[src/rtl/tuner_i2c_pkg.sv]
`timescale 1ns/1ps
package tuner_i2c_pkg;
  localparam int BYTE_W = 8;
  localparam int CNT_W  = 4;
  localparam logic [4:0] ADDR_FIXED = 5'b11000;

  typedef enum logic [2:0] {
    ST_IDLE,
    ST_ADDR,
    ST_ADDR_ACK,
    ST_WR_DATA,
    ST_WR_ACK,
    ST_RD_DATA,
    ST_RD_ACK,
    ST_SKIP
  } bus_state_e;
endpackage

[src/rtl/tuner_i2c_sync.sv]
`timescale 1ns/1ps
module tuner_i2c_sync #(
  parameter int STAGES = 2
) (
  input  logic clk,
  input  logic rst_n,
  input  logic scl_i,
  input  logic sda_i,
  output logic scl_rise,
  output logic scl_fall,
  output logic start_p,
  output logic stop_p,
  output logic sda_s
);
  logic [STAGES-1:0] scl_ff;
  logic [STAGES-1:0] sda_ff;
  logic scl_q, sda_q, scl_s;

  for (genvar g = 0; g < STAGES; g++) begin : g_stage
    if (g == 0) begin : g_first
      always_ff @(posedge clk or negedge rst_n) begin
        if (!rst_n) begin
          scl_ff[0] <= 1'b1;
          sda_ff[0] <= 1'b1;
        end else begin
          scl_ff[0] <= scl_i;
          sda_ff[0] <= sda_i;
        end
      end
    end else begin : g_next
      always_ff @(posedge clk or negedge rst_n) begin
        if (!rst_n) begin
          scl_ff[g] <= 1'b1;
          sda_ff[g] <= 1'b1;
        end else begin
          scl_ff[g] <= scl_ff[g-1];
          sda_ff[g] <= sda_ff[g-1];
        end
      end
    end
  end

  assign scl_s = scl_ff[STAGES-1];
  assign sda_s = sda_ff[STAGES-1];

  always_ff @(posedge clk or negedge rst_n) begin
    if (!rst_n) begin
      scl_q <= 1'b1;
      sda_q <= 1'b1;
    end else begin
      scl_q <= scl_s;
      sda_q <= sda_s;
    end
  end

  assign scl_rise = scl_s & ~scl_q;
  assign scl_fall = ~scl_s & scl_q;
  assign start_p  = scl_s & scl_q & sda_q & ~sda_s;
  assign stop_p   = scl_s & scl_q & ~sda_q & sda_s;
endmodule

[src/rtl/tuner_i2c_engine.sv]
`timescale 1ns/1ps
module tuner_i2c_engine
  import tuner_i2c_pkg::*;
(
  input  logic              clk,
  input  logic              rst_n,
  input  logic              scl_rise,
  input  logic              scl_fall,
  input  logic              start_p,
  input  logic              stop_p,
  input  logic              sda_s,
  input  logic [1:0]        addr_sel,
  input  logic [BYTE_W-1:0] status,
  output logic              sda_pull,
  output logic              wr_stb,
  output logic [BYTE_W-1:0] wr_data,
  output logic              rd_end
);
  bus_state_e        state_q;
  logic [CNT_W-1:0]  cnt_q;
  logic [BYTE_W-1:0] sh_q;
  logic [BYTE_W-1:0] tx_q;
  logic              rw_q;
  logic              pull_q;
  logic              stb_q;
  logic              rd_end_q;
  logic              addr_hit;

  assign addr_hit = (sh_q[BYTE_W-1:1] == {ADDR_FIXED, addr_sel});

  always_ff @(posedge clk or negedge rst_n) begin
    if (!rst_n) begin
      state_q  <= ST_IDLE;
      cnt_q    <= '0;
      sh_q     <= '0;
      tx_q     <= '0;
      rw_q     <= 1'b0;
      pull_q   <= 1'b0;
      stb_q    <= 1'b0;
      rd_end_q <= 1'b0;
    end else begin
      stb_q    <= 1'b0;
      rd_end_q <= 1'b0;
      if (start_p) begin
        state_q <= ST_ADDR;
        cnt_q   <= '0;
        pull_q  <= 1'b0;
      end else if (stop_p) begin
        state_q <= ST_IDLE;
        pull_q  <= 1'b0;
      end else begin
        case (state_q)
          ST_ADDR, ST_WR_DATA: begin
            if (scl_rise && cnt_q < CNT_W'(BYTE_W)) begin
              sh_q  <= {sh_q[BYTE_W-2:0], sda_s};
              cnt_q <= cnt_q + 1'b1;
            end else if (scl_fall && cnt_q == CNT_W'(BYTE_W)) begin
              if (state_q == ST_ADDR) begin
                if (addr_hit) begin
                  pull_q  <= 1'b1;
                  rw_q    <= sh_q[0];
                  state_q <= ST_ADDR_ACK;
                end else begin
                  state_q <= ST_SKIP;
                end
              end else begin
                pull_q  <= 1'b1;
                state_q <= ST_WR_ACK;
              end
            end
          end
          ST_ADDR_ACK: begin
            if (scl_fall) begin
              cnt_q <= '0;
              if (rw_q) begin
                tx_q    <= {status[BYTE_W-2:0], 1'b0};
                pull_q  <= ~status[BYTE_W-1];
                state_q <= ST_RD_DATA;
              end else begin
                pull_q  <= 1'b0;
                state_q <= ST_WR_DATA;
              end
            end
          end
          ST_WR_ACK: begin
            if (scl_fall) begin
              pull_q  <= 1'b0;
              stb_q   <= 1'b1;
              cnt_q   <= '0;
              state_q <= ST_WR_DATA;
            end
          end
          ST_RD_DATA: begin
            if (scl_fall) begin
              if (cnt_q == CNT_W'(BYTE_W - 1)) begin
                pull_q  <= 1'b0;
                state_q <= ST_RD_ACK;
              end else begin
                pull_q <= ~tx_q[BYTE_W-1];
                tx_q   <= {tx_q[BYTE_W-2:0], 1'b0};
                cnt_q  <= cnt_q + 1'b1;
              end
            end
          end
          ST_RD_ACK: begin
            if (scl_rise && sda_s) begin
              rd_end_q <= 1'b1;
              state_q  <= ST_SKIP;
            end else if (scl_fall) begin
              tx_q    <= {status[BYTE_W-2:0], 1'b0};
              pull_q  <= ~status[BYTE_W-1];
              cnt_q   <= '0;
              state_q <= ST_RD_DATA;
            end
          end
          default: ;
        endcase
      end
    end
  end

  assign sda_pull = pull_q;
  assign wr_stb   = stb_q;
  assign wr_data  = sh_q;
  assign rd_end   = rd_end_q;

  AST_PULL_ON_EDGE: assert property (@(posedge clk) disable iff (!rst_n)
    !$stable(pull_q) |-> $past(scl_fall || start_p || stop_p));
  AST_START_RELEASE: assert property (@(posedge clk) disable iff (!rst_n)
    start_p |=> (!pull_q && state_q == ST_ADDR));
  AST_SKIP_QUIET: assert property (@(posedge clk) disable iff (!rst_n)
    (state_q == ST_SKIP) |-> !pull_q);
  AST_STB_EXCL: assert property (@(posedge clk) disable iff (!rst_n)
    $onehot0({stb_q, rd_end_q}));
endmodule

[src/rtl/tuner_reg_file.sv]
`timescale 1ns/1ps
module tuner_reg_file
  import tuner_i2c_pkg::*;
#(
  parameter int DIV_W  = 15,
  parameter int CTRL_W = 7,
  parameter int BAND_W = 3
) (
  input  logic              clk,
  input  logic              rst_n,
  input  logic              start_p,
  input  logic              stop_p,
  input  logic              wr_stb,
  input  logic [BYTE_W-1:0] wr_data,
  input  logic              rd_end,
  input  logic              por_event,
  input  logic              lock_i,
  output logic [DIV_W-1:0]  div_word,
  output logic [CTRL_W-1:0] ctrl,
  output logic [BAND_W-1:0] band,
  output logic [BYTE_W-1:0] status
);
  localparam int HI_W  = DIV_W - BYTE_W;
  localparam int PAD_W = BYTE_W - 2;

  logic [BYTE_W-1:0] hold_q;
  logic              second_q;
  logic [DIV_W-1:0]  div_q;
  logic [CTRL_W-1:0] ctrl_q;
  logic [BAND_W-1:0] band_q;
  logic              por_q;

  always_ff @(posedge clk or negedge rst_n) begin
    if (!rst_n) begin
      hold_q   <= '0;
      second_q <= 1'b0;
      div_q    <= '0;
      ctrl_q   <= '0;
      band_q   <= '0;
    end else if (start_p || stop_p) begin
      second_q <= 1'b0;
    end else if (wr_stb) begin
      if (!second_q) begin
        hold_q   <= wr_data;
        second_q <= 1'b1;
      end else begin
        second_q <= 1'b0;
        if (hold_q[BYTE_W-1]) begin
          ctrl_q <= hold_q[CTRL_W-1:0];
          band_q <= wr_data[BAND_W-1:0];
        end else begin
          div_q <= {hold_q[HI_W-1:0], wr_data};
        end
      end
    end
  end

  always_ff @(posedge clk or negedge rst_n) begin
    if (!rst_n)         por_q <= 1'b1;
    else if (por_event) por_q <= 1'b1;
    else if (rd_end)    por_q <= 1'b0;
  end

  assign div_word = div_q;
  assign ctrl     = ctrl_q;
  assign band     = band_q;
  assign status   = {por_q, lock_i, {PAD_W{1'b0}}};

  AST_DIV_STABLE: assert property (@(posedge clk) disable iff (!rst_n)
    !wr_stb |=> $stable(div_q));
  AST_CTRL_STABLE: assert property (@(posedge clk) disable iff (!rst_n)
    !wr_stb |=> ($stable(ctrl_q) && $stable(band_q)));
  AST_POR_SET_WINS: assert property (@(posedge clk) disable iff (!rst_n)
    por_event |=> por_q);
  AST_POR_CLEARED: assert property (@(posedge clk) disable iff (!rst_n)
    (rd_end && !por_event) |=> !por_q);
endmodule

[src/rtl/tuner_i2c_regs.sv]
`timescale 1ns/1ps
module tuner_i2c_regs
  import tuner_i2c_pkg::*;
#(
  parameter int SYNC_STAGES = 2,
  parameter int DIV_W       = 15,
  parameter int CTRL_W      = 7,
  parameter int BAND_W      = 3
) (
  input  logic              clk,
  input  logic              rst_n,
  input  logic              scl_i,
  input  logic              sda_i,
  input  logic [1:0]        addr_sel,
  input  logic              lock_i,
  input  logic              por_event,
  output logic              sda_pull_o,
  output logic [DIV_W-1:0]  div_word,
  output logic [CTRL_W-1:0] ctrl,
  output logic [BAND_W-1:0] band
);
  logic scl_rise, scl_fall, start_p, stop_p, sda_s;
  logic wr_stb, rd_end;
  logic [BYTE_W-1:0] wr_data;
  logic [BYTE_W-1:0] status;

  tuner_i2c_sync #(.STAGES(SYNC_STAGES)) u_sync (
    .clk(clk), .rst_n(rst_n), .scl_i(scl_i), .sda_i(sda_i),
    .scl_rise(scl_rise), .scl_fall(scl_fall),
    .start_p(start_p), .stop_p(stop_p), .sda_s(sda_s)
  );

  tuner_i2c_engine u_engine (
    .clk(clk), .rst_n(rst_n), .scl_rise(scl_rise), .scl_fall(scl_fall),
    .start_p(start_p), .stop_p(stop_p), .sda_s(sda_s), .addr_sel(addr_sel),
    .status(status), .sda_pull(sda_pull_o), .wr_stb(wr_stb),
    .wr_data(wr_data), .rd_end(rd_end)
  );

  tuner_reg_file #(.DIV_W(DIV_W), .CTRL_W(CTRL_W), .BAND_W(BAND_W)) u_regs (
    .clk(clk), .rst_n(rst_n), .start_p(start_p), .stop_p(stop_p),
    .wr_stb(wr_stb), .wr_data(wr_data), .rd_end(rd_end),
    .por_event(por_event), .lock_i(lock_i),
    .div_word(div_word), .ctrl(ctrl), .band(band), .status(status)
  );
endmodule

[config.mk]
export PLATFORM = sky130hd
export DESIGN_NAME = tuner_i2c_regs
export DESIGN_NICKNAME = d
export VERILOG_FILES = /design/src/rtl/tuner_i2c_pkg.sv /design/src/rtl/tuner_i2c_sync.sv /design/src/rtl/tuner_i2c_engine.sv /design/src/rtl/tuner_reg_file.sv /design/src/rtl/tuner_i2c_regs.sv
export SDC_FILE = /design/constraint.sdc
export NUM_CORES = 1
export LEC_CHECK = 0
export BUFFER_PORTS_ARGS = -buffer_cell sky130_fd_sc_hd__buf_2
export CORE_ASPECT_RATIO = 1.75
export CORE_UTILIZATION = 52
export CTS_CLUSTER_DIAMETER = 40
export CTS_CLUSTER_SIZE = 12
export DETAILED_ROUTE_END_ITERATION = 16
export GPL_TIMING_DRIVEN = 1
export PLACE_DENSITY = 0.81
export SLEW_MARGIN = 5
export SYNTH_ARGS = -nofsm -noshare
export SYNTH_HDL_FRONTEND = slang
export SYNTH_SLANG_ARGS = --single-unit
[constraint.sdc]
create_clock -name clk -period 1.7 [get_ports clk]
set_input_delay 0.17 -clock clk [delete_from_list [all_inputs] [get_ports clk]]
set_output_delay 0.17 -clock clk [all_outputs]
set_load 0.01 [all_outputs]
==> Word-level counts from Yosys, hierarchy flattened <==
Cells that the tools add are included.
{ "classes": {"div": 0, "multipliers": 0, "shifts": 0, "n_eq_ne": 30, "reduce_logical": 20, "add_sub_neg": 1, "magnitude_cmp": 1, "n_bitwise": 19, "mux": 56} }
{ "ops": {"columns": ["op", "n"], "rows": [
  ["8-bit 2-to-1 mux", 6],
  ["3-bit 2-to-1 mux", 13],
  ["4-bit 2-to-1 mux", 7],
  ["1-bit 2-to-1 mux", 26],
  ["4-bit by 1-bit inequality test with 1-bit output, second input constant", 6],
  ["8-bit one-hot mux with 3 select lines", 1],
  ["9-bit AND reduction", 2],
  ["4-bit one-hot mux with 4 select lines", 1],
  ["3-bit one-hot mux with 5 select lines", 1],
  ["1-bit NOT", 12],
  ["4-bit AND reduction", 3],
  ["2-bit by 1-bit inequality test with 1-bit output, second input constant", 5],
  ["3-bit == test, second input constant", 3],
  ["4-bit by 2-bit inequality test with 1-bit output, second input constant", 2],
  ["8-bit AND reduction", 1],
  ["1-bit AND", 7],
  ["7-bit == test", 1],
  ["7-bit AND reduction", 1],
  ["7-bit nonzero test", 1],
  ["3-bit by 2-bit == test with 1-bit output, second input constant", 2],
  ["3-bit by 1-bit inequality test with 1-bit output, second input constant", 2],
  ["3-bit by 2-bit inequality test with 1-bit output, second input constant", 2],
  ["6-bit AND reduction", 1],
  ["5-bit by 1-bit inequality test with 1-bit output, second input constant", 1],
  ["other kinds (15)", 20]
]} }
{ "totals": {"latchBits": 0, "wordCells": 147, "n_memories": 0, "rom_bits": 0, "reg_bits": 68, "mem_bits_rw": 0, "in_bits": 8} }

==> Longest topological paths before layout <==
Gate-level depths: netlist of run 1.
{ "depth": {"depth_word": 8, "depth_mapped": 7} }

==> Hierarchy <==
A second synthesis of run 1 with hierarchy kept.
{ "hier_totals": {"hier_cells": 239, "area_unflattened_um2": 3169.3} }
{ "by_module_without_submodules": {"columns": ["mod", "area_per_inst_um2", "n_inst", "cells_each"], "rows": [
  ["tuner_i2c_engine", 1520.2, 1, 142],
  ["tuner_reg_file", 1458.9, 1, 87],
  ["tuner_i2c_sync", 190.2, 1, 10]
]} }

==> Least setup slack after synthesis of run 1 <==
Ideal clock, no wire load.
{ "synth_path": {"path_kind": "reg-to-reg", "start": "register u_sync.sda_q", "end": "register u_regs.hold_q[0]", "slack_ps": -11, "path_stages_with_launch": 6, "arrival_ps": 1586, "setup_ps": 125, "cell_sequence": "dfstp_2 -> xnor2_2 -> nor2_4 -> or3b_1 -> buf_6 -> mux2_4"} }
{ "synth_between": {"elab_chain_cells": 6, "word_cells_on_any_way": 8} }
{ "synth_lines": {"columns": ["item", "line", "rtl"], "rows": [
  ["start: declaration", "tuner_i2c_sync.sv:17", "logic scl_q, sda_q, scl_s;"],
  ["start signal: assignment", "tuner_i2c_sync.sv:52", "sda_q <= sda_s;"],
  ["1-bit NOT", "tuner_i2c_sync.sv:59", "assign stop_p = scl_s & scl_q & ~sda_q & sda_s;"],
  ["1-bit AND (2 in series)", "tuner_i2c_sync.sv:59", null],
  ["1-bit logical OR *", "tuner_reg_file.sv:40", "end else if (start_p || stop_p) begin"],
  ["1-bit NOT (no source line) *", null, null],
  ["3-bit AND reduction (no source line) *", null, null],
  ["end signal: assignment", "tuner_reg_file.sv:44", "hold_q <= wr_data;"],
  ["end: declaration", "tuner_reg_file.sv:26", "logic [BYTE_W-1:0] hold_q;"]
]} }
Mark *: on every way between the ends. The rest lies on a longest branch, timed or not.
A chain may end at the register's enable or synchronous reset.

==> Worst setup path after layout of run 1 <==
{ "layout_path": {"start": "register u_sync.scl_q", "end": "register u_engine.state_q[1]"} }
{ "layout_between": {"elab_chain_cells": 7, "word_cells_on_any_way": 24} }
{ "layout_lines": {"columns": ["item", "line", "rtl"], "rows": [
  ["start: declaration", "tuner_i2c_sync.sv:17", null],
  ["start signal: assignment", "tuner_i2c_sync.sv:51", "scl_q <= scl_s;"],
  ["1-bit NOT", "tuner_i2c_sync.sv:56", "assign scl_rise = scl_s & ~scl_q;"],
  ["1-bit AND", "tuner_i2c_sync.sv:56", null],
  ["1-bit logical AND", "tuner_i2c_engine.sv:106", "if (scl_rise && sda_s) begin"],
  ["3-bit 2-to-1 mux", "tuner_i2c_engine.sv:106", null],
  ["3-bit one-hot mux with 5 select lines", "tuner_i2c_engine.sv:52", "case (state_q)"],
  ["3-bit 2-to-1 mux", "tuner_i2c_engine.sv:48", "end else if (stop_p) begin"],
  ["3-bit 2-to-1 mux", "tuner_i2c_engine.sv:44", "if (start_p) begin"],
  ["end signal: assignment", "tuner_i2c_engine.sv:45", "state_q <= ST_ADDR;"],
  ["end signal: assignment", "tuner_i2c_engine.sv:49", "state_q <= ST_IDLE;"],
  ["end signal: assignment", "tuner_i2c_engine.sv:108", "state_q <= ST_SKIP;"],
  ["end: declaration", "tuner_i2c_engine.sv:19", "bus_state_e state_q;"]
]} }
Parallel ways exist; a longest one is shown, timed or not.

==> impl_results.md, run 1 <==
- Outcome: finished with violations
- Failing checks: DRC, setup timing
- Residual DRC: 6
- Detailed-route via count: 1947
- Post-route setup TNS: -0.383 ns
- Bufs on Longest Clock Path: 2
- Setup Viol. Count Final: 13
- Routed WL: 6540 µm
- Post-synth EDFFs: 0
- Worst vdd ir: 0.698 mV
- Worst Reg-to-Reg Cells: 7
- NumNets Final: 290
- Total Power: 4.54 mW
- CP Data Required Time: 1.92 ns
- Max Used Layer: met4
- Setup slack, reg-to-reg: -0.05 ns
- Synth-to-layout area growth: 29.6%
- Final clock skew: 0.0123 ns
- Clk_lat worst skew: 0.34 ns
- Final Non-Filler Cells: 340
- Post-Syn Area: 2810 µm²
- Rows: 35
- Most used DFF post-synth: dfrtp_1
- First-pass GRT wire length: 10200 µm
- Fin area: 3640 µm²
- Distinct cells, synth: 48
- Seq/Total Area, Yosys: 54.7%
- Placed standard-cell area: 3290 µm²
- Hold Path Stages: 2
- #FFs+latches synth: 61
- Syn Inst Count: 203
- Vias per inst: 5.73
- Hold wc startpoint: por_event
- Setup CP Type: reg -> reg
- Synth warnings: 0
- Gr ovfl total: 0
- Final hold violation count: 0
- Power per cell area: 1250 nW/µm²
- Die height: 99.2 µm
- CTS buffer count: 9
- Slew headroom: 59.1%
- Layout Utilization: 69.8%
- Synthesized area per cell: 13.8 µm²
- I/O Pins: 34
- Post-synth top area share: 48.1%
- Setup WS post-layout: -0.0520 ns
- Worst r2r src: u_sync.scl_q$_DFF_PN1_
- DIE AREA: 5710 µm²
- GRT Overall Usage: 24.3%
- CTS Sinks: 61
- Worst Path Max Fanout: 8
- WL met3: 179 µm
- Final Critical Period: 1.75 ns
- Type of origin of the critical path: flop
- CTS tree: built
- Antenna Cells: 0
- Placed Cells: 316
- H-tree levels: 3
- Hold endpoint: u_regs.por_q$_DFFE_PN1P_
- Worst-Margin Slew: 0.613 ns
- FMAX: 571 MHz
- CTS root buf: clkbuf_8
- Largest cells by area after synthesis: dfrtp_1 (48%), mux2_2 (10%), mux2_4 (9.6%), dfstp_2 (6.6%), nor2_1 (1.3%)
- Leak: 1.86 nW
- GPL Wtd Cong: 0.858
- Post-synth top area cell: dfrtp_1
- DR WL met2: 3740 µm
- Hold Slack: 0.0154 ns
- Clock transition at path regs: 0.07 ns
- HPWL Detailed: 4360 µm
- Met1 wire length: 2430 µm
- Initial antenna violation count: 0
- Slew Limit Fails: 0
- R2R Path End: u_engine.state_q[1]$_DFFE_PN0P_
- DP Worst Slack: -0.0734 ns
- Share of cells above drive strength 1: 55.1%
- Initial drt markers: 68
- Max-cap check violation count: 0
- Asr flop ratio synth: 100%
- RSZ-0062 raised after global routing: yes
- Initial Utilization: 53.9%
- Crit. End Element: flop
- DIE WIDTH: 57.5 µm
- Routed Antenna Nets: 0
- Post-route clock period utilization: 103%
- IO buf count: 33
- Post-synth net total: 213
- Largest net degree at the start of global routing: 26
- Drt wl/cell: 19.2 µm
- Detailed Routing Iterations Pass 1: 10
- Core area: 5210 µm²
- Worst hold path type: in -> reg
- WP data arrival: 1.98 ns
- Vias in the first global route: 2029
placed cells by master, fill, tap and decap left out, types with 2 or more instances in the layout:
cell,count
dfstp_2,7
nand2_1,2
nand2_2,2
a31oi_1,2
clkinvlp_4,2
buf_12,5
inv_6,2
mux2_4,20
xnor2_1,3
inv_1,4
nand4_1,2
ha_1,2
a21oi_1,7
nand3b_1,3
mux2_2,23
buf_6,4
nand3_1,4
o211ai_1,3
and3b_1,3
nor4b_2,2
o21ai_1,2
mux2i_1,2
a21o_1,2
o21ai_0,5
clkinv_4,3
buf_4,28
dlygate4sd3_1,3
dfrtp_1,53
nor2b_1,4
clkbuf_8,9
nor2_1,10
buf_2,33
sequential cells by signal (all words and copies together), names as in the netlist, 3 cells and up:
name / count
u_regs.hold_q: 8
u_engine.wr_data: 8
u_regs.div_word: 15
u_engine.state_q: 3
u_regs.band: 3
u_engine.cnt_q: 4
u_regs.ctrl: 7
critical path, stage by stage (launching register included):
cell	delay, ns
dfstp_2	0.61
nor2b_2	0.18
buf_6	0.15
o21ai_2	0.08
a31oi_4	0.23
buf_6	0.13
mux2i_1	0.20
nor2_1	0.06
synth_stat cells, types with 2 or more instances:
| cell | instances |
|---|---|
| dfrtp_1 | 54 |
| mux2_2 | 25 |
| mux2_4 | 18 |
| nor2_1 | 10 |
| a21oi_1 | 7 |
| dfstp_2 | 7 |
| nor2b_1 | 5 |
| o21ai_0 | 5 |
| and3b_1 | 4 |
| inv_1 | 4 |
| nand2_1 | 4 |
| nand3_1 | 4 |
| buf_2 | 3 |
| nand3b_1 | 3 |
| o211ai_1 | 3 |
| o21ai_1 | 3 |
| xnor2_1 | 3 |
| a21o_1 | 2 |
| a22oi_1 | 2 |
| a31oi_1 | 2 |
| buf_4 | 2 |
| ha_1 | 2 |
| mux2i_1 | 2 |
| nand4_1 | 2 |
| nand4bb_1 | 2 |
| nor3_1 | 2 |
| nor4b_1 | 2 |
repair_timing:
action | CTS | global route
setup endpoints to repair | 27 | 40
gates resized for setup | 11 | 11
hold endpoints to repair | 22 | 0
setup buffers | 3 | 2
pin swaps | 3 | 3
hold buffers | 3 | 0
per-layer routing:
layer  GRT usage [%]  vias up
met5               0        -
met4            9.57        0
met3            5.85       13
met2            44.7       42
met1            25.7      990
li1                -      902
final cells by class:
cell class | count | area, µm²
fillers | 359 | 1570
flip-flops and latches | 61 | 1540
multi-input cells | 130 | 1270
repair buffers | 74 | 563
clock buffers | 9 | 124
well taps | 55 | 68.8
clock inverters | 7 | 58.8
inverters | 4 | 15.0
cells by family after synthesis:
| kind of cell | Yosys count | synth area share [%] |
|---|---|---|
| compound gates | 36 | 9.76 |
| xor+xnor | 4 | 1.52 |
| simple gates | 43 | 9.90 |
| fa+ha+maj | 2 | 0.892 |
| buf+inv | 12 | 2.85 |
| flops | 61 | 54.7 |
| mux | 45 | 20.4 |
power by group:
group	switching, mW	internal, mW	total (mW)
clock network	0.621	0.544	1.17
logic	0.674	0.770	1.44
registers	0.250	1.68	1.93
worst max path at each step:
stage	startpoint	end	slack, ns	cells after the start
after floorplan	u_sync.sda_q$_DFF_PN1_	u_regs.hold_q[0]$_DFFE_PN0P_	-0.01	5
after global placement	u_sync.scl_q$_DFF_PN1_	u_engine.state_q[1]$_DFFE_PN0P_	-0.02	7
after detailed placement	u_sync.scl_q$_DFF_PN1_	u_engine.state_q[1]$_DFFE_PN0P_	-0.07	7
after CTS	u_sync.sda_s$_DFF_PN1_	u_engine.state_q[1]$_DFFE_PN0P_	-0.04	7
after global routing	u_sync.scl_q$_DFF_PN1_	u_engine.state_q[1]$_DFFE_PN0P_	-0.12	7
final	u_sync.scl_q$_DFF_PN1_	u_engine.state_q[1]$_DFFE_PN0P_	-0.05	7
Power figures use the tool's default switching activity.
==> run 2, diff against run 1 <==
- CORE_UTILIZATION: 52 -> 34
- PLACE_DENSITY: 0.81 -> 0.59
==> impl_results.md, run 2 (synthesized netlist as in run 1, its figures left out) <==
- Drt wl/cell: 15.8 µm (-18%)
- Leak: 1.94 nW (+4.4%)
- Worst vdd ir: 0.629 mV (-9.9%)
- HPWL Detailed: 4030 µm (-7.5%)
- Residual DRC: 4 (-2)
- Max-cap check violation count: 0 (unchanged)
- Largest net degree at the start of global routing: 62 (+140%)
- Final Critical Period: 1.70 ns (-0.0511 ns)
- FMAX: 588 MHz (+3.0%)
- Worst hold path type: in -> reg
- Outcome: finished with violations
- Vias in the first global route: 1917 (-5.5%)
- Clk_lat worst skew: 0.33 ns (about the same)
- Post-route clock period utilization: 100% (-3.0 points)
- Failing checks: DRC, setup timing
- Post-route setup TNS: -0.000969 ns (+0.382 ns)
- Fin area: 3880 µm² (+6.6%)
- Type of origin of the critical path: flop
- Power per cell area: 1350 nW/µm² (+8.3%)
- Crit. End Element: flop
- Clock transition at path regs: 0.05 ns (-0.02 ns)
- Initial Utilization: 35.2% (-19 points)
- Hold Slack: 0.0200 ns (+0.00461 ns)
- GPL Wtd Cong: 0.834 (-2.8%)
- Critical Path Max Stage Delay: 0.56 ns (-0.05 ns)
- Slew headroom: 77.6% (+18 points)
- CTS Sinks: 61 (unchanged)
- Detailed Routing Iterations Pass 1: 10 (unchanged)
- NumNets Final: 295 (+1.7%)
- Setup Viol. Count Final: 1 (-12)
- Antenna Cells: 0 (unchanged)
- Setup CP Type: reg -> reg
- Filler cells: 736 (+110%)
- Core area: 7960 µm² (+53%)
- Synth-to-layout area growth: 38.2%
- Share of cells above drive strength 1: 58.3% (+3.2 points)
- Placed standard-cell area: 3310 µm² (+0.88%)
- GRT Overall Usage: 14.8% (-9.5 points)
- Crit path max-delay family: flip-flops
- H-tree levels: 3 (unchanged)
- CTS root buf: clkbuf_16
- Gr ovfl total: 0 (unchanged)
- Worst Path Max Fanout: 8 (unchanged)
- Routed Antenna Nets: 0 (unchanged)
- Critical Path, Cell by Cell: xnor2_2 > nor2_4 > or3b_1 > buf_6 > mux2_4
- Bufs on Longest Clock Path: 2 (unchanged)
- Worst-Margin Slew: 0.336 ns (-0.277 ns)
- Placed Cells: 354 (+12%)
- RSZ-0062 raised after global routing: yes
- Final Non-Filler Cells: 380 (+12%)
- IO buf count: 33 (unchanged)
- CP Data Required Time: 1.90 ns (-0.02 ns)
- WP buf/inv: 1 (-1)
- First-pass GRT wire length: 9500 µm (-6.6%)
- CTS buffer count: 9 (unchanged)
- WP data arrival: 1.90 ns (-0.08 ns)
- Die height: 122 µm (+23%)
- Final hold violation count: 0 (unchanged)
- Detailed-route via count: 1928 (-0.98%)
- Layout Utilization: 48.7% (-21 points)
- Commonest non-fill, non-tap cell in the layout: dfrtp_1
- DIE WIDTH: 70.7 µm (+23%)
- Vias per inst: 5.07 (-11%)
- Routed WL: 6000 µm (-8.1%)
- I/O Pins: 34 (unchanged)
- DIE AREA: 8640 µm² (+51%)
- Max reg flops: 15 (unchanged)
- CTS tree: built
- Final clock skew: 0.00627 ns (-0.00602 ns)
- Crit-path slowest cell: dfstp_2
- Initial drt markers: 90 (+32%)
- Slew Limit Fails: 0 (unchanged)
- Initial antenna violation count: 0 (unchanged)
- Rows: 43 (+23%)
- Setup WS post-layout: -0.000969 ns (+0.0511 ns)
- Most frequent cells in the layout: dfrtp_1 (52), buf_4 (35), buf_2 (33), mux2_2 (24), mux2_4 (19)
-- run 2: cell count changes in the layout (fill, tap and decap cells not counted), moves of 2 or more --
cell / change
clkbuf_8: -8
clkbuf_1: +2
clkbuf_16: +10
buf_4: +7
clkinv_4: -3
nand4bb_4: +2
o21ai_1: +3
o21ai_0: -3
clkinv_2: +2
inv_6: -2
buf_12: -3
-- run 2: area by class of cell --
cell class              count  area [µm²]  share of cell area [%]
clock buffers              12         246                    6.35
clock inverters             4        47.5                    1.23
inverters                   4        15.0                   0.387
multi-input cells         130        1340                    34.5
flip-flops and latches     61        1540                    39.6
well taps                  90         113                    2.90
repair buffers             79         579                    14.9
-- run 2: per-stage QoR --
stage | worst slack [ns] | total power, mW
after floorplan | -0.0107 | 2.73
after detailed placement | -0.0508 | 3.24
after CTS | -0.0291 | 5.09
after global routing | -0.0567 | 5.52
final | -0.000969 | 5.25
after global placement | -0.0180 | 3.22
-- run 2: what timing repair did --
action / 4_1_cts / 5_1_grt
gates resized for setup: 4 / 32
hold buffers: 3 / 0
buffers inserted: 4 / 2
cloned: 0 / 1
endpoints found under the setup margin: 18 / 38
pin swaps: 3 / 8
endpoints found under the hold margin: 56 / 0
-- run 2: worst paths after layout --
check                                           start                      endpoint  slack [ns]  depth (start not counted)
setup / recovery               u_sync.sda_s$_DFF_PN1_  u_regs.hold_q[6]$_DFFE_PN0P_      -0.001                          5
hold / removal                              por_event      u_regs.por_q$_DFFE_PN1P_        0.02                          2
setup reg to reg               u_sync.sda_s$_DFF_PN1_  u_regs.hold_q[6]$_DFFE_PN0P_      -0.001                          5
hold reg to reg            u_sync.scl_ff[0]$_DFF_PN1_        u_sync.scl_s$_DFF_PN1_        0.35                          0
max in group asynchronous                       rst_n    u_sync.scl_ff[0]$_DFF_PN1_        1.00                          3
min in group asynchronous                       rst_n  u_engine.tx_q[7]$_DFFE_PN0P_        0.37                          3
-- run 2: report_power, final --
| part | total (mW) | internal (mW) | leakage, nW | switching, mW |
|---|---|---|---|---|
| Sequential | 1.94 | 1.69 | 0.810 | 0.248 |
| Combinational | 1.52 | 0.839 | 0.984 | 0.685 |
| Clock | 1.78 | 1.17 | 0.143 | 0.616 |
| Total | 5.25 | 3.70 | 1.94 | 1.55 |
-- run 2: routing by layer --
metal / vias up / GRT usage [%] / wire (µm)
met4: 0 / 9.38 / 306
met5: - / 0 / 0
met3: 24 / 4.55 / 237
met2: 50 / 24.6 / 3170
li1: 915 / - / -
met1: 939 / 16.3 / 2290
==> run 3, diff against run 2 <==
- CORE_UTILIZATION: 34 -> 45
- PLACE_DENSITY: 0.59 -> 0.73
==> impl_results.md, run 3 (synthesized netlist as in run 1, its figures left out) <==
- H-tree levels: 3 (unchanged)
- FMAX: 568 MHz (-3.4%)
- IO buf count: 33 (unchanged)
- CP endpoint: u_engine.state_q[0]$_DFFE_PN0P_
- I/O Pins: 34 (unchanged)
- CP Launch Point: u_sync.scl_s$_DFF_PN1_
- Setup CP Type: reg -> reg
- Max reg flops: 15 (unchanged)
- Worst r2r src: u_sync.scl_s$_DFF_PN1_
- Met3 usage: 4.99% (+0.44 points)
- Core area: 5930 µm² (-26%)
- CP Data Required Time: 1.93 ns (+0.03 ns)
- Synth-to-layout area growth: 32.9%
- WP buf/inv: 2 (+1)
- DIE WIDTH: 61.7 µm (-13%)
- Global routing usage on met1: 20.8% (+4.4 points)
- Die height: 106 µm (-13%)
- CP Depth: 7 (+2)
- Slew Limit Fails: 0 (unchanged)
- HPWL Detailed: 4290 µm (+6.4%)
- NumNets Final: 292 (-1.0%)
- Failing checks: setup timing
- Slew headroom: 68.6% (-9.0 points)
- Largest net degree at the start of global routing: 24 (-61%)
- Layout Utilization: 62.9% (+14 points)
- Clk_lat worst skew: 0.34 ns (about the same)
- DIE AREA: 6570 µm² (-24%)
- Gr ovfl total: 0 (unchanged)
- Most frequent CP cell: buf_6
- Worst vdd ir: 0.825 mV (+31%)
- Rows: 37 (-14%)
- Commonest non-fill, non-tap cell in the layout: dfrtp_1
- Final hold violation count: 0 (unchanged)
- Leak: 1.89 nW (-2.6%)
- Setup WS post-layout: -0.0600 ns (-0.0590 ns)
- Residual DRC: 0 (-4)
- Worst Reg-to-Reg Cells: 7 (+2)
- Crit-path slowest cell: dfstp_2
- Met2 Use GR: 36.9% (+12 points)
- Initial drt markers: 74 (-18%)
- First-pass GRT wire length: 9730 µm (+2.4%)
- Most frequent cells in the layout: dfrtp_1 (54), buf_2 (33), buf_4 (29), mux2_2 (24), mux2_4 (19)
- CTS buffer count: 9 (unchanged)
- R2R Path End: u_engine.state_q[0]$_DFFE_PN0P_
- Routed Antenna Nets: 0 (unchanged)
- Share of cells above drive strength 1: 54.7% (-3.6 points)
- Initial antenna violation count: 0 (unchanged)
- Critical Path, Cell by Cell: nor2b_4 > buf_6 > o32ai_4 > a31oi_4 > buf_6 > o32ai_2 > nor2_1
- Detailed-route via count: 1957 (+1.5%)
- GRT Overall Usage: 21.1% (+6.3 points)
- CTS root buf: clkbuf_8
- Post-route setup TNS: -0.264 ns (-0.263 ns)
- Initial Utilization: 47.4% (+12 points)
- Max-cap check violation count: 0 (unchanged)
- CTS tree: built
- Worst hold path type: in -> reg
- Crit path max-delay family: compound AO/OA/AOI/OAI gates
- Grt peak-use layer: met2
- Bufs on Longest Clock Path: 2 (unchanged)
- Routed WL: 6240 µm (+3.9%)
- Detailed Routing Iterations Pass 1: 6 (-4)
- Crit. End Element: flop
- Setup slack, reg-to-reg: -0.06 ns (-0.06 ns)
- Worst Path Max Fanout: 6 (-2)
- Placed Cells: 338 (-4.5%)
- Filler cells: 474 (-36%)
- Outcome: finished with violations
- Power per cell area: 1280 nW/µm² (-5.6%)
- DP Worst Slack: -0.0609 ns (-0.0101 ns)
- Total Power: 4.76 mW (-9.2%)
- Antenna Cells: 0 (unchanged)
- Vias in the first global route: 2037 (+6.3%)
- Clock transition at path regs: 0.06 ns (about the same)
- Worst-Margin Slew: 0.471 ns (+0.135 ns)
- Final Non-Filler Cells: 365 (-3.9%)
- Type of origin of the critical path: flop
- RSZ-0062 raised after global routing: yes
- WP data arrival: 1.99 ns (+0.09 ns)
- Final Critical Period: 1.76 ns (+0.0590 ns)
- GPL Wtd Cong: 0.829 (-0.60%)
- Vias per inst: 5.36 (+5.7%)
- Critical Path Max Stage Delay: 0.61 ns (+0.05 ns)
- CTS Sinks: 61 (unchanged)
- Drt wl/cell: 17.1 µm (+8.2%)
- Final clock skew: 0.00453 ns (-0.00174 ns)
- Post-route clock period utilization: 104% (+3.5 points)
- Setup Viol. Count Final: 10 (+9)
## run 3: routing by layer
layer	vias to the layer above	part of all wire [%]
met5	-	0
met4	0	4.2
met3	19	2.9
met2	46	57
met1	983	36
li1	909	-
## run 3: power by group
part	switching, mW	total (mW)	internal [mW]
clock network	0.534	1.33	0.799
logic	0.681	1.51	0.828
registers	0.236	1.92	1.68
## run 3: final cells by class
class,instances,area (µm²),share of cell area (%)
clock buffer,15,176,4.73
sequential,61,1540,41.2
clock inverter,1,30.0,0.805
inverter,4,15.0,0.403
timing repair buffer,76,593,15.9
multi-input combinational,130,1280,34.4
tap,78,97.6,2.62
## run 3: worst min path at each step
| stage | from | end | slack [ns] | cells after the start |
|---|---|---|---|---|
| 5_1_grt | lock_i | u_engine.tx_q[7]$_DFFE_PN0P_ | 0.07 | 2 |
| 3_5_place_dp | rst_n | u_regs.div_word[9]$_DFFE_PN0P_ | 0.15 | 1 |
| 3_3_place_gp | rst_n | u_regs.div_word[9]$_DFFE_PN0P_ | 0.14 | 1 |
| 2_1_floorplan | rst_n | u_engine.cnt_q[0]$_DFFE_PN0P_ | -0.13 | 0 |
| 4_1_cts | lock_i | u_engine.tx_q[7]$_DFFE_PN0P_ | 0.06 | 2 |
| 6_report | lock_i | u_engine.tx_q[7]$_DFFE_PN0P_ | 0.07 | 2 |
## run 3: what timing repair did
item / in CTS / in global routing
endpoints found under the setup margin: 22 / 32
pin swaps: 7 / 5
endpoints found under the hold margin: 20 / 0
setup buffers: 4 / 2
hold buffers: 4 / 0
gates cloned: 0 / 1
gates resized for setup: 15 / 8
## run 3: through the flow
step	hold slack, ns	instance area, µm²
finish	0.0728	3730
CTS	0.0573	3650
global route	0.0687	3730
global placement	0.142	3310
floorplan	-0.126	2810
detailed placement	0.147	3310
